### config.mk
export PLATFORM = sky130hd
export DESIGN_NAME = dmaq_top
export DESIGN_NICKNAME = d
export VERILOG_FILES = /design/src/rtl/dmaq_pkg.sv /design/src/rtl/dmaq_sync.sv /design/src/rtl/dmaq_detect.sv /design/src/rtl/dmaq_arb.sv /design/src/rtl/dmaq_top.sv
export SDC_FILE = /design/constraint.sdc
export NUM_CORES = 1
export LEC_CHECK = 0
export CORE_ASPECT_RATIO = 0.6
export CORE_MARGIN = 4
export CORE_UTILIZATION = 33
export CTS_CLUSTER_SIZE = 16
export DETAILED_ROUTE_END_ITERATION = 10
export PLACE_DENSITY = 0.76
export SETUP_SLACK_MARGIN = 0.5
export SYNTH_ARGS = -nofsm -noshare
export SYNTH_HDL_FRONTEND = slang
export SYNTH_SLANG_ARGS = --single-unit
### constraint.sdc
create_clock -name clk -period 1.7 [get_ports clk]
set_clock_uncertainty 0.05 [all_clocks]
set_input_delay 0.255 -clock clk [delete_from_list [all_inputs] [get_ports clk]]
set_output_delay 0.255 -clock clk [all_outputs]
set_load 0.02 [all_outputs]
### src/rtl/dmaq_pkg.sv
package dmaq_pkg;

  localparam int unsigned SRC_W = 4;

  // request-source codes decoded by every channel
  localparam logic [SRC_W-1:0] SRC_EXT  = 4'b0000;
  localparam logic [SRC_W-1:0] SRC_AUTO = 4'b0100;

  // per-pin sense field: bit0 = edge mode, bit1 = high/rising polarity
  typedef enum logic [1:0] {
    SNS_LOW  = 2'b00,
    SNS_FALL = 2'b01,
    SNS_HIGH = 2'b10,
    SNS_RISE = 2'b11
  } sense_e;

endpackage

### src/rtl/dmaq_sync.sv
module dmaq_sync #(
  parameter int unsigned W = 4
) (
  input  logic         clk,
  input  logic         rst_n,
  input  logic [W-1:0] async_in,
  output logic [W-1:0] sync_out
);

  logic [W-1:0] stg1_q;
  logic [W-1:0] stg2_q;

  generate
    for (genvar b = 0; b < W; b++) begin : g_bit
      always_ff @(posedge clk or negedge rst_n) begin
        if (!rst_n) begin
          stg1_q[b] <= 1'b0;
          stg2_q[b] <= 1'b0;
        end else begin
          stg1_q[b] <= async_in[b];
          stg2_q[b] <= stg1_q[b];
        end
      end
    end
  endgenerate

  assign sync_out = stg2_q;

endmodule

### src/rtl/dmaq_detect.sv
module dmaq_detect #(
  parameter int unsigned N_EXT = 4
) (
  input  logic               clk,
  input  logic               rst_n,
  input  logic [N_EXT-1:0]   pin_sync,
  input  logic [2*N_EXT-1:0] sense,
  input  logic [N_EXT-1:0]   permit,
  input  logic [N_EXT-1:0]   consume,
  output logic [N_EXT-1:0]   hit
);

  logic [N_EXT-1:0] prev_q;
  logic [N_EXT-1:0] pend_q;
  logic [N_EXT-1:0] pend_d;
  logic [N_EXT-1:0] edge_now;
  logic [N_EXT-1:0] lvl_now;

  generate
    for (genvar i = 0; i < N_EXT; i++) begin : g_pin
      logic is_edge;
      logic pol_hi;
      assign is_edge = sense[2*i];
      assign pol_hi  = sense[2*i+1];

      always_comb begin
        if (is_edge) begin
          edge_now[i] = pol_hi ? (pin_sync[i] & ~prev_q[i])
                               : (~pin_sync[i] & prev_q[i]);
        end else begin
          edge_now[i] = 1'b0;
        end
        lvl_now[i] = pol_hi ? pin_sync[i] : ~pin_sync[i];
        pend_d[i]  = permit[i] & (edge_now[i] | (pend_q[i] & ~consume[i]));
        hit[i]     = is_edge ? pend_q[i] : lvl_now[i];
      end

      // a consumed pending edge is gone unless a new edge arrives
      assert_edge_consumed_R7: assert property (@(posedge clk) disable iff (!rst_n)
        (pend_q[i] && consume[i] && !edge_now[i]) |=> !pend_q[i]);

      // a fresh edge on a permitted channel is always captured
      assert_edge_captured_R7: assert property (@(posedge clk) disable iff (!rst_n)
        (edge_now[i] && permit[i]) |=> pend_q[i]);
    end
  endgenerate

  always_ff @(posedge clk or negedge rst_n) begin
    if (!rst_n) begin
      prev_q <= '0;
      pend_q <= '0;
    end else begin
      prev_q <= pin_sync;
      pend_q <= pend_d;
    end
  end

endmodule

### src/rtl/dmaq_arb.sv
module dmaq_arb #(
  parameter int unsigned N_CH = 12
) (
  input  logic            clk,
  input  logic            rst_n,
  input  logic [N_CH-1:0] req,
  input  logic            burst_mode,
  input  logic            xfer_strobe,
  output logic [N_CH-1:0] grant,
  output logic            bus_hold
);

  logic [N_CH-1:0] grant_q;
  logic [N_CH-1:0] grant_d;
  logic            mode_q;
  logic            mode_d;
  logic [N_CH-1:0] pick;
  logic            owner_live;
  logic            busy;

  assign busy       = |grant_q;
  assign owner_live = |(grant_q & req);

  // fixed priority: lowest index wins
  always_comb begin
    pick = '0;
    for (int i = N_CH - 1; i >= 0; i--) begin
      if (req[i]) begin
        pick    = '0;
        pick[i] = 1'b1;
      end
    end
  end

  always_comb begin
    grant_d = grant_q;
    mode_d  = mode_q;
    if (busy) begin
      if (!owner_live) begin
        grant_d = '0;
      end else if (!mode_q && xfer_strobe) begin
        grant_d = '0;
      end
    end else begin
      grant_d = pick;
      mode_d  = burst_mode;
    end
  end

  always_ff @(posedge clk or negedge rst_n) begin
    if (!rst_n) begin
      grant_q <= '0;
      mode_q  <= 1'b0;
    end else begin
      grant_q <= grant_d;
      mode_q  <= mode_d;
    end
  end

  assign grant    = grant_q;
  assign bus_hold = busy & mode_q;

  assert_grant_onehot_R12: assert property (@(posedge clk) disable iff (!rst_n)
    $onehot0(grant_q));

  assert_idle_grants_R1: assert property (@(posedge clk) disable iff (!rst_n)
    (!busy && (|req)) |=> (|grant_q));

  assert_burst_holds_R9: assert property (@(posedge clk) disable iff (!rst_n)
    (busy && mode_q && owner_live) |=> $stable(grant_q));

  assert_steal_release_R10: assert property (@(posedge clk) disable iff (!rst_n)
    (busy && !mode_q && xfer_strobe) |=> (grant_q == '0));

endmodule

### src/rtl/dmaq_top.sv
module dmaq_top
  import dmaq_pkg::*;
#(
  parameter int unsigned N_CH      = 12,
  parameter int unsigned N_EXT     = 4,
  parameter int unsigned GRP_SPLIT = 6
) (
  input  logic                  clk,
  input  logic                  rst_n,
  input  logic [N_CH*SRC_W-1:0] ch_src,
  input  logic [N_CH-1:0]       ch_en,
  input  logic [N_CH-1:0]       ch_done,
  input  logic [1:0]            grp_men,
  input  logic [1:0]            grp_fault,
  input  logic [1:0]            grp_nmi,
  input  logic [2*N_EXT-1:0]    ext_sense,
  input  logic [N_EXT-1:0]      dreq,
  input  logic                  burst_mode,
  input  logic                  xfer_strobe,
  output logic [N_CH-1:0]       grant,
  output logic                  bus_hold
);

  localparam int unsigned N_GRP = 2;

  logic [N_GRP-1:0] grp_ok;
  logic [N_CH-1:0]  permit;
  logic [N_CH-1:0]  req;
  logic [N_EXT-1:0] pin_sync;
  logic [N_EXT-1:0] ext_hit;
  logic [N_EXT-1:0] consume;

  assign grp_ok = grp_men & ~grp_fault & ~grp_nmi;

  dmaq_sync #(.W(N_EXT)) u_sync (
    .clk      (clk),
    .rst_n    (rst_n),
    .async_in (dreq),
    .sync_out (pin_sync)
  );

  assign consume = {N_EXT{xfer_strobe}} & grant[N_EXT-1:0];

  dmaq_detect #(.N_EXT(N_EXT)) u_detect (
    .clk      (clk),
    .rst_n    (rst_n),
    .pin_sync (pin_sync),
    .sense    (ext_sense),
    .permit   (permit[N_EXT-1:0]),
    .consume  (consume),
    .hit      (ext_hit)
  );

  generate
    for (genvar i = 0; i < N_CH; i++) begin : g_ch
      localparam int unsigned GSEL = (i < GRP_SPLIT) ? 0 : 1;
      logic [SRC_W-1:0] src;
      logic             auto_req;
      logic             pin_req;

      assign src       = ch_src[SRC_W*i +: SRC_W];
      assign permit[i] = ch_en[i] & ~ch_done[i] & grp_ok[GSEL];
      assign auto_req  = (src == SRC_AUTO);

      if (i < N_EXT) begin : g_pin
        assign pin_req = (src == SRC_EXT) & ext_hit[i];
      end else begin : g_nopin
        assign pin_req = 1'b0;
        // channels without a pin are granted only after an auto code
        assert_nopin_silent_R3: assert property (@(posedge clk) disable iff (!rst_n)
          grant[i] |-> $past(ch_src[SRC_W*i +: SRC_W] == SRC_AUTO));
      end

      assign req[i] = permit[i] & (auto_req | pin_req);
    end
  endgenerate

  dmaq_arb #(.N_CH(N_CH)) u_arb (
    .clk         (clk),
    .rst_n       (rst_n),
    .req         (req),
    .burst_mode  (burst_mode),
    .xfer_strobe (xfer_strobe),
    .grant       (grant),
    .bus_hold    (bus_hold)
  );

  // a granted channel was permitted on the preceding edge
  assert_grant_permitted_R4: assert property (@(posedge clk) disable iff (!rst_n)
    (|grant) |-> (|(grant & $past(permit))));

endmodule

Word-level counts from Yosys, hierarchy flattened
Cells that the tools add are included.
{"block": "word_totals", "regBits": 29, "input_bits": 94, "output_inout_bits": 13}
{"block": "classes", "n_eq_ne": 13, "mux": 31, "bitwise": 95, "reduce_logical": 8}
{"operator": "2-to-1 mux 12 bit", "n": 15}
{"operator": "bitwise AND 1 bit", "n": 57}
{"operator": "== test 4 x 3 -> 1 bit, second input constant", "n": 12}
{"operator": "inverter 1 bit", "n": 24}
{"operator": "OR reduction 12 bit", "n": 2}
{"operator": "zero test 4 bit", "n": 4}
{"operator": "2-to-1 mux 1 bit", "n": 16}
{"operator": "bitwise AND 12 bit", "n": 1}
{"operator": "OR 1 bit", "n": 8}
{"operator": "bitwise AND 2 bit", "n": 2}
{"operator": "bitwise AND 4 bit", "n": 1}
{"operator": "inverter 2 bit", "n": 2}
{"operator": "inequality test 3 bit, second input constant", "n": 1}
{"operator": "logical AND 1 bit", "n": 1}
{"operator": "zero test 1 bit", "n": 1}

Longest topological paths before layout
Gate-level depths: netlist (run 1).
{"block": "logic_depth", "ltp_word": 18, "depth_mapped": 8}

Hierarchy
Synthesis (run 1) repeated with hierarchy kept, for this count alone.
{"block": "hier_totals", "hier_cells": 145, "hier_area_um2": 1666.6}
{"module": "dmaq_arb", "instances": 1, "cells_per_inst": 57, "area_each_um2": 684.4, "seq_area_each_um2": 325.3}
{"module": "dmaq_detect", "instances": 1, "cells_per_inst": 36, "area_each_um2": 424.2, "seq_area_each_um2": 200.2}
{"module": "dmaq_top", "instances": 1, "cells_per_inst": 44, "area_each_um2": 357.8, "seq_area_each_um2": 0.0}
{"module": "dmaq_sync", "instances": 1, "cells_per_inst": 8, "area_each_um2": 200.2, "seq_area_each_um2": 200.2}

Least setup slack after synthesis (run 1)
Ideal clock, no wire load.
{"block": "synth_timing", "path_type": "register to register", "from": "register u_arb.grant_q[11] (netlist: u_arb.grant[11])", "to": "register u_arb.grant_q[6] (netlist: u_arb.grant[6])", "setup_time_ns": 0.120, "arrival_time_ns": 1.813, "t_required_ns": 1.530, "slack_ns": -0.283, "stages_incl_launch_ff": 7, "n_path_buf": 1, "path_cell_list": "dfrtp_1 > and4b_1 > o41ai_1 > o211ai_2 > o31a_1 > buf_6 > a22o_4"}
{"block": "synth_via", "elab_chain_cells": 4, "word_cells_on_any_way": 6, "classes_between": "1 x eq/ne; 2 x mux; 1 x bitwise; 2 x reduce/logical"}
{"item": "start, declared", "line": "dmaq_arb.sv:13", "text": "logic [N_CH-1:0] grant_q;"}
{"item": "start signal, assigned", "line": "dmaq_arb.sv:55", "text": "grant_q <= grant_d;"}
{"item": "bitwise AND 12 bit", "line": "dmaq_arb.sv:22", "text": "assign owner_live = |(grant_q & req);"}
{"item": "OR reduction 12 bit", "line": "dmaq_arb.sv:22"}
{"item": "2-to-1 mux 12 bit", "line": "dmaq_arb.sv:39", "text": "if (!owner_live) begin"}
{"item": "2-to-1 mux 12 bit", "line": "dmaq_arb.sv:38", "text": "if (busy) begin"}
Several ways; a longest one is shown, not always the timed one.
A chain may end at the register's enable or synchronous reset.

Worst setup path after layout (run 1)
{"block": "layout_timing", "from": "input ext_sense[0]", "to": "register u_arb.grant_q[0] (netlist: u_arb.grant[0])"}
{"block": "layout_via", "elab_chain_cells": 8, "word_cells_on_any_way": 10, "classes_between": "1 x eq/ne; 4 x mux; 4 x bitwise; 1 x reduce/logical"}
{"item": "start, declared", "line": "dmaq_top.sv:16", "text": "input logic [2*N_EXT-1:0] ext_sense,"}
{"item": "2-to-1 mux 1 bit *", "line": "dmaq_detect.sv:35", "text": "hit[i] = is_edge ? pend_q[i] : lvl_now[i];"}
{"item": "bitwise AND 1 bit *", "line": "dmaq_top.sv:66", "text": "assign pin_req = (src == SRC_EXT) & ext_hit[i];"}
{"item": "OR 1 bit *", "line": "dmaq_top.sv:74", "text": "assign req[i] = permit[i] & (auto_req | pin_req);"}
{"item": "bitwise AND 1 bit *", "line": "dmaq_top.sv:74"}
{"item": "bitwise AND 12 bit", "line": "dmaq_arb.sv:22"}
{"item": "OR reduction 12 bit", "line": "dmaq_arb.sv:22"}
{"item": "2-to-1 mux 12 bit", "line": "dmaq_arb.sv:39"}
{"item": "2-to-1 mux 12 bit", "line": "dmaq_arb.sv:38"}
Mark *: on every way between the ends. The rest lies on a longest branch, timed or not.

==> results by stage, run 1 <==
Power and ir drop:
- The maximum vdd ir drop is 0.000601 V.
- The power density over cell area is 449 mW/mm2.
- The static leakage is 1.65 nW.

STA:
- Setup repair after global routing could not meet its margin everywhere.
- The worst path uses 119% of the clock period.
- The count of endpoints failing hold in the final timing report came to 0.
- The slew at the pin with the worst max-slew slack is 373 ps.
- The sum of negative setup slack is -3030 ps.
- The final critical-path setup slack is -322 ps.
- The max-slew violation count was 0.
- The count of endpoints failing setup in the final report is 13.
- Derived from the worst setup path, the maximum achievable clock frequency is 0.494 GHz.
- The shortest period the worst path allows is 2020 ps.
- The relative slew slack is 75.1%.

Clocking:
- The register clock-pin slew on the reported worst setup and hold paths is 60 ps.
- Clock tree synthesis inserted a total of 5 buffers.
- The clock passes through at most 2 buffers.
- The cell sitting at the root of the clock tree is a sky130_fd_sc_hd__clkbuf_8.
- Buffers inserted to repair hold after CTS numbered 0.
- The H-tree was split into 2 levels.
- The clock reaches the later pin of the worst-skew pair after 280 ps.
- TritonCTS built the clock tree.
- The clock sink count is 29.

Floorplan:
- The die covers 0.00622 mm2.
- In this run the horizontal extent of the chip is between 90 and 100 um.
- In this run the vertical extent of the chip is 62.7 um.
- The boundary pin count is 107.
- The site row count is 19.
- Once the floorplan was initialized, standard cells occupied roughly a third of the core.
- The total area inside the core boundary comes to roughly 0.0047 mm2.

Worst hold path:
- The path class of the tightest hold or removal check is input pin to async pin.

Synth:
- Synthesis produced a netlist with a net count of roughly 260.
- The post-synthesis sequential element count is 29.
- The warning count from the yosys run is 0.
- The cell type with the highest aggregate area in the netlist is sky130_fd_sc_hd__dfrtp_1.
- The post-synthesis cell area is roughly 0.0016 mm2.
- The share of flip-flops with an asynchronous set or reset is between 90% and 100%.
- In this run, synthesis inferred 0 flip-flops with an integrated enable.
- The sequential element share of the synthesized area is 44.0%.
- A synthesized cell averages 10.2 um2.
- The top cell type by area accounts for 44.0% of the synthesized area.
- After synthesis, the netlist uses 44 different library cells.
- After synthesis, the cell types taking the most area are sky130_fd_sc_hd__dfrtp_1 (44%), sky130_fd_sc_hd__nand2_1 (4.8%), sky130_fd_sc_hd__o2bb2ai_1 (3.7%).
- Counting every instance in the synthesized netlist gives 161.
- In the synthesized netlist the dominant register cell turns out to be sky130_fd_sc_hd__dfrtp_1.

Global routing:
- The number of antenna violations at the first check in global routing is 0.
- The via count of the first global-routing pass was approximately 2.2k.
- The pin count of the biggest net entering global routing is 30.
- The overall overflow remaining after global route is 0.
- The total routing resource utilization after global routing is between 20 and 25%.
- The first global-routing pass estimated 10.5 mm of wire.

Route:
- Dividing the detail-routed via count by the number of cells gives 5.12.
- The remaining antenna violation count is 0.
- For this run, the detailed router's first-pass iteration total came to 4.
- In this run, the number of DRC markers left after iteration 0 of detailed routing was 55.
- The final routed DRC violation total is 0.
- After detailed routing, the average wire length per cell comes to 17.2 um.
- The routed layout has ~2.0k vias.
- After detailed routing, the total wire length is roughly 6.7 mm.

Worst setup path:
- Walking the worst path, the cells encountered are clkdlybuf4s50_1 -> a21oi_1 -> o21ai_1 -> and4_1 -> a22o_1 -> o31a_1 -> buf_6 -> a2bb2o_4.
- The setup path with the least slack is of type input pin to register.
- At the worst endpoint, the required time is 1820 ps.
- On the critical path, the stage with the largest delay is an instance of sky130_fd_sc_hd__clkdlybuf4s50_1.
- The maximum fanout count along the critical path is 4.
- The delay of the slowest cell on the worst path is 480 ps.
- STA puts the critical path data arrival time at 2150 ps.
- The kind of end point of the critical path is a register.
- The launching element type of the critical path is an input pin.

Cells and area:
- Compared with the post-synthesis result, the final layout area differs by 121%.
- For this run, the post-layout net count is around 420.
- The commonest non-fill, non-tap cell in the layout is sky130_fd_sc_hd__clkdlybuf4s50_1.
- The post-route non-filler standard cell count is 392.
- The filler cell count is 317.
- The share of cells above drive strength 1 is 40.4%.
- In the layout the commonest cells are sky130_fd_sc_hd__clkdlybuf4s50_1 (53), sky130_fd_sc_hd__buf_4 (38), sky130_fd_sc_hd__dlygate4sd2_1 (34).
- The antenna diode count is 0.

Job:
- The count of max-cap constraint violations is 0.

Placement:
- The placed wire-length estimate is 4.79 mm.
- In this run the tool buffered the top-level ports with 106 buffer cells.
- Routability-driven placement finished with a final weighted congestion of 0.822.
- Once placement completed, the tool counted placed cells totaling 369.

Status:
- The checks that failed: negative setup slack.
- The run finished, with violations left.
-- metal layers --
metal | global-route usage (%) | wire (um) | part of all wire [%]
met2 | 34.8 | 3280 | 49
met3 | 7.13 | 535 | 7.9
met5 | 0 | 0 | 0
met4 | 3.75 | 51 | 0.76
met1 | 26.0 | 2880 | 43
-- report_power, final --
group / total [W] / switching, W / leakage (nW) / internal, W
logic: 0.000363 / 0.000123 / 1.24 / 0.000240
clock network: 0.000557 / 0.000275 / 0.0439 / 0.000282
registers: 0.000718 / 0.0000113 / 0.365 / 0.000707
total: 0.00164 / 0.000410 / 1.65 / 0.00123
-- critical path, delay by kind of cell --
family          cells  cell delay [ps]
compound gates      5             1050
buf+inv             2              630
simple gates        1              210
-- repair_timing --
action / 4_1_cts / 5_1_grt
pin swaps: 36 / 16
gates resized for setup: 165 / 20
buffers inserted: 10 / 5
endpoints found under the setup margin: 30 / 28
-- cell type report --
class | instances | area [um2] | share of cell area (%)
Sequential cell | 29 | 733 | 20.1
Inverter | 3 | 11.3 | 0.309
Clock buffer | 5 | 68.8 | 1.89
Timing Repair Buffer | 162 | 1520 | 41.7
Multi-Input combinational cell | 127 | 1220 | 33.4
Tap cell | 63 | 78.8 | 2.16
Clock inverter | 3 | 17.5 | 0.480
-- synthesized netlist by cell type (2+ instances only) --
master                      instances
sky130_fd_sc_hd__or4b_1             4
sky130_fd_sc_hd__nand3_1            4
sky130_fd_sc_hd__a41o_1             2
sky130_fd_sc_hd__or4b_2             2
sky130_fd_sc_hd__nor3_1             5
sky130_fd_sc_hd__nand2b_1           2
sky130_fd_sc_hd__a21oi_1            4
sky130_fd_sc_hd__o21ai_0           10
sky130_fd_sc_hd__and2_1             2
sky130_fd_sc_hd__o2bb2ai_1          7
sky130_fd_sc_hd__nor4_1             4
sky130_fd_sc_hd__and3b_1            2
sky130_fd_sc_hd__buf_6              2
sky130_fd_sc_hd__nor3b_1            4
sky130_fd_sc_hd__nor2b_1            3
sky130_fd_sc_hd__and4b_1            2
sky130_fd_sc_hd__nor3b_2            4
sky130_fd_sc_hd__a22o_1             2
sky130_fd_sc_hd__dfrtp_1           29
sky130_fd_sc_hd__or3b_2             2
sky130_fd_sc_hd__nor2_1             9
sky130_fd_sc_hd__and3_1             2
sky130_fd_sc_hd__nor4bb_1           3
sky130_fd_sc_hd__a22oi_1            5
sky130_fd_sc_hd__nor4b_1            2
sky130_fd_sc_hd__inv_1              3
sky130_fd_sc_hd__xor2_1             4
sky130_fd_sc_hd__nand2_1           21
-- worst paths after layout --
check	endpoint	start	depth (start not counted)	slack, ps
setup / recovery	u_arb.grant[0]	ext_sense[0]	8	-320
hold reg to reg	u_sync.sync_out[3]	u_sync.stg1_q[3]	0	300
max in group asynchronous	u_arb.grant[11]	rst_n	2	1000
min in group clk	u_sync.sync_out[3]	u_sync.stg1_q[3]	0	300
setup reg to reg	u_arb.grant[9]	u_arb.grant[3]	7	-300
hold / removal	u_sync.stg1_q[3]	rst_n	2	300
-- through the flow --
step	instance area (um2)	worst slack, ps	power, W	hold WS [ps]	utilization, %
after global placement	3150	-653	0.00106	282	67.0
after floorplan	1730	-190	0.000793	-90.6	-
after detailed placement	3150	-717	0.00108	288	67.0
after global routing	3650	-380	0.00171	295	77.5
after CTS	3540	-273	0.00163	303	75.3
final	3650	-322	0.00164	299	77.5
-- cells by family after synthesis --
group	count (synthesis)	synth area share (%)
xor+xnor	4	2.13
flops	29	44.0
buf+inv	5	2.05
simple gates	85	33.8
compound gates	38	18.0
-- sequential cells by signal, indices dropped and copies added, names as in the netlist --
register and count:
u_sync.stg1_q 4, u_detect.prev_q 4, u_arb.grant 12, u_arb.mode_q 1, u_detect.pend_q 4, u_sync.sync_out 4
(Power assumes the default switching activity.)
==> run 2: changes to the inputs <==
ABC_AREA = 1   (was default)
CORE_UTILIZATION = 42   (was 33)
GPL_ROUTABILITY_DRIVEN = 0   (was default)
PLACE_DENSITY = 0.86   (was 0.76)
clock period = 2.5 ns   (was 1.7 ns; I/O delays follow)
==> run 2 against run 1 <==
Net effect:
- the flow now finishes without violations
- synthesized area up 16%
- hold slack worse by 2.4 ps
- count of clock-buffer cells in the layout grew 2
- core utilization decreased by 2.6 points
- non-clock buffer count decreased by 52
- power down 25%
- die area is 7.8% lower
- wire length is 13% lower
- critical endpoint is now u_arb.grant[8]
- largest cell class unchanged
==> results by stage, run 2 <==
Power and ir drop:
- The maximum vdd ir drop is 0.000316 V (was 0.000601 V).
- The static leakage is 1.59 nW (was 1.65 nW).
- The power density over cell area is 384 mW/mm2 (was 449 mW/mm2).

STA:
- The slew at the pin with the worst max-slew slack came to 385 ps (was 373 ps).
- The max-slew violation count is 0 (unchanged).
- The final critical path takes up 75.5% of the cycle.
- The relative slew slack came to 74.2% (was 75.1%).
- The sum of negative setup slack is 0 ps (was -3030 ps).
- The shortest period the worst path allows is 1890 ps.
- RSZ-0062 raised after global routing: false (was true).
- The count of endpoints failing setup in the final report is 0 (was 13).
- The timing-limited maximum frequency is 0.530 GHz.
- The count of endpoints failing hold in the final timing report is 0 (unchanged).

Route:
- The final routed DRC violation total is 0 (unchanged).
- The total via count in the routed design is 2269 (was 2007).
- The total wire length after detailed routing came to 5.87 mm (was 6.74 mm).
- The number of iterations in the first detailed-routing pass was 4 (unchanged).
- The wire length per cell was 12.4 um (was 17.2 um).
- The number of design-rule violations left by the first detailed-router iteration is 214 (was 55).
- The remaining antenna violation count is 0 (unchanged).
- The post-detailed-route via-to-cell ratio was 4.79 (was 5.12).

Global routing:
- The via count of the first global-routing pass is 2038 (was 2182).
- The pin count of the biggest net entering global routing was 30 (unchanged).
- The number of antenna violations at the first check in global routing is 0 (unchanged).
- The total routing resource utilization after global routing is 19.7% (was 20.7%).
- The global-route wire length before repair is 8.80 mm (was 10.5 mm).
- The overall overflow remaining after global route was 0 (unchanged).

Synth:
- Leading cell types by count after synthesis: sky130_fd_sc_hd__nand2_1 (82), sky130_fd_sc_hd__inv_1 (53), sky130_fd_sc_hd__nor2_1 (43) (was sky130_fd_sc_hd__dfrtp_1 (29), sky130_fd_sc_hd__nand2_1 (21), sky130_fd_sc_hd__o21ai_0 (10)).
- The number of instances in the synthesized netlist came to 297 (was 161).
- The share of the synthesized area in the top cell type is 37.9% (was 44.0%).
- The post-synthesis cell area is 0.00192 mm2 (was 0.00165 mm2).
- The sequential element share of the synthesized area was 37.9% (was 44.0%).
- The top flip-flop cell by instance count after synthesis is sky130_fd_sc_hd__dfrtp_1 (unchanged).
- The share of flip-flops with an asynchronous set or reset is 100% (unchanged).
- The count of flip-flops with a built-in enable after synthesis is 0 (unchanged).
- The most instantiated library cell after synthesis is sky130_fd_sc_hd__nand2_1 (was sky130_fd_sc_hd__dfrtp_1).
- The post-synthesis sequential element count came to 29 (unchanged).
- Biggest area contributors in the synthesized netlist: sky130_fd_sc_hd__dfrtp_1 (38%), sky130_fd_sc_hd__nand2_1 (16%), sky130_fd_sc_hd__inv_1 (10%) (was sky130_fd_sc_hd__dfrtp_1 (44%), sky130_fd_sc_hd__nand2_1 (4.8%), sky130_fd_sc_hd__o2bb2ai_1 (3.7%)).
- The mean instance size in the synthesized netlist was 6.45 um2 (was 10.2 um2).
- The warning count from the yosys run was 0 (unchanged).
- The post-synthesis net count is 391 (was 255).
- The count of cell types in the netlist is 25 (was 44).
- The cell type with the highest aggregate area in the netlist was sky130_fd_sc_hd__dfrtp_1 (unchanged).

Cells and area:
- The flip-flop count of the largest register after layout is 12 (unchanged).
- The utilization after layout is 74.9% (was 77.5%).
- The antenna diode count was 0 (unchanged).
- The share of cells above drive strength 1 was 6.76% (was 40.4%).
- Commonest non-fill, non-tap cells in the layout: sky130_fd_sc_hd__clkdlybuf4s50_1 (105), sky130_fd_sc_hd__nand2_1 (83), sky130_fd_sc_hd__inv_1 (53) (was sky130_fd_sc_hd__clkdlybuf4s50_1 (53), sky130_fd_sc_hd__buf_4 (38), sky130_fd_sc_hd__dlygate4sd2_1 (34)).
- The final net count came to 507 (was 422).
- The commonest non-fill, non-tap cell in the layout is sky130_fd_sc_hd__clkdlybuf4s50_1 (unchanged).
- The area growth from synthesis to layout was 66.4% (was 121%).

Clocking:
- The later-pin clock latency in the skew report is 280 ps (about the same).
- The number of H-tree levels is 2 (unchanged).
- The CTS tree is yes (unchanged).
- The register clock-pin slew on the reported worst setup and hold paths is 60 ps (about the same).
- The clock root buffer master was sky130_fd_sc_hd__clkbuf_8 (unchanged).
- The clock sink count is 29 (unchanged).
- The TritonCTS buffer count was 5 (unchanged).
- The largest buffer count on any clock path is 2 (unchanged).

Worst setup path:
- The data arrival time of the worst path is 2060 ps (was 2150 ps).
- The number of cell instances on the worst register-to-register path is 8 (was 7).
- The data required time of the worst path came to 2670 ps (was 1820 ps).
- The kind of critical path is input pin to register (unchanged).
- The kind of end point of the critical path is a register (unchanged).
- The launching element type of the critical path is an input pin (unchanged).
- The maximum fanout count along the critical path came to 6 (was 4).

Floorplan:
- The effective utilization at floorplan is 45.0% (was 35.0%).
- The area of the die is 0.00574 mm2 (was 0.00622 mm2).
- The core outline area is 0.00426 mm2 (was 0.00471 mm2).
- The boundary pin count is 107 (unchanged).
- The overall die height is 60.3 um (was 62.7 um).
- The site row count came to 18 (was 19).
- The horizontal extent of the die was 95.2 um (was 99.2 um).

Worst hold path:
- The path type of the worst min-delay path is register to register (was input pin to async pin).
- The worst hold path was traced through 0 stages.

Job:
- The count of max-cap constraint violations was 0 (unchanged).

Status:
- Run status: finished clean (was finished with violations).

Placement:
- The number of port buffers is 106 (unchanged).
- The placed wire-length estimate was 4.73 mm (was 4.79 mm).
run 2: cell types whose count changed after synthesis, moves of 7 or more:
| cell | change |
|---|---|
| sky130_fd_sc_hd__nor2_1 | +34 |
| sky130_fd_sc_hd__nand2_1 | +61 |
| sky130_fd_sc_hd__inv_1 | +50 |
| sky130_fd_sc_hd__nand3_1 | +30 |
| sky130_fd_sc_hd__o2bb2ai_1 | -7 |
run 2: worst paths after layout:
check                                 start                 end  slack [ps]
min                        u_sync.stg1_q[2]  u_sync.sync_out[2]         300
min reg2reg                u_sync.stg1_q[2]  u_sync.sync_out[2]         300
max in group asynchronous             rst_n      u_arb.grant[2]        1680
max                              grp_men[0]      u_arb.grant[8]         610
max reg2reg                  u_arb.grant[2]     u_arb.grant[11]         760
min in group asynchronous             rst_n    u_sync.stg1_q[2]         430
run 2: worst max-delay path: stages:
cell and delay, ps:
sky130_fd_sc_hd__clkdlybuf4s50_1 500, sky130_fd_sc_hd__nand2_2 80, sky130_fd_sc_hd__nor2_4 190, sky130_fd_sc_hd__nand2_1 110, sky130_fd_sc_hd__nor2_1 150, sky130_fd_sc_hd__nand3_1 110, sky130_fd_sc_hd__nand2_1 110, sky130_fd_sc_hd__nor2_2 60
sky130_fd_sc_hd__nand2_1 190, sky130_fd_sc_hd__nand3_1 110, sky130_fd_sc_hd__nand2_1 70
run 2: cell families after synthesis:
kind of cell    Yosys count  share of synthesized area (%)
buf+inv                  56                           11.4
compound gates           21                           5.68
simple gates            191                           45.0
flops                    29                           37.9
run 2: routing by layer:
metal	GRT usage, %	vias up	wire [um]
met3	6.92	9	759
met1	25.2	990	2460
li1	-	1160	-
met5	0	-	0
met2	32.4	110	2580
met4	4.93	0	63
run 2: final cells by class:
type                    instances  area (um2)
fillers                       317        1070
multi-input cells             213         980
repair buffers                110        1090
clock buffers                   7        86.3
flip-flops and latches         29         727
well taps                      60        75.1
clock inverters                 1        30.0
inverters                      54         203
run 2: what timing repair did:
item | in CTS | in global routing
gates cloned | 0 | 1
resized for setup | 1 | 5
hold buffers | 0 | 0
setup endpoints to repair | 1 | 3
buffers inserted | 0 | 1
pin swaps | 0 | 2
run 2: metrics by stage:
step / setup slack [ps] / power (W) / std cells / area [um2] / hold WS (ps)
finish: 613 / 0.00122 / 474 / 3190 / 297
global route: 525 / 0.00127 / 474 / 3190 / 305
CTS: 550 / 0.00123 / 472 / 3170 / 299
detailed placement: 350 / 0.000733 / 464 / 3060 / 285
global placement: 437 / 0.000727 / 464 / 3060 / 282
floorplan: 979 / 0.000556 / 297 / 1920 / 29.4
run 2: report_power, final:
group | leakage [nW] | switching, W | internal (W)
clock network | 0.0585 | 0.000174 | 0.000324
logic | 1.16 | 0.0000828 | 0.000155
registers | 0.373 | 0.00000560 | 0.000481
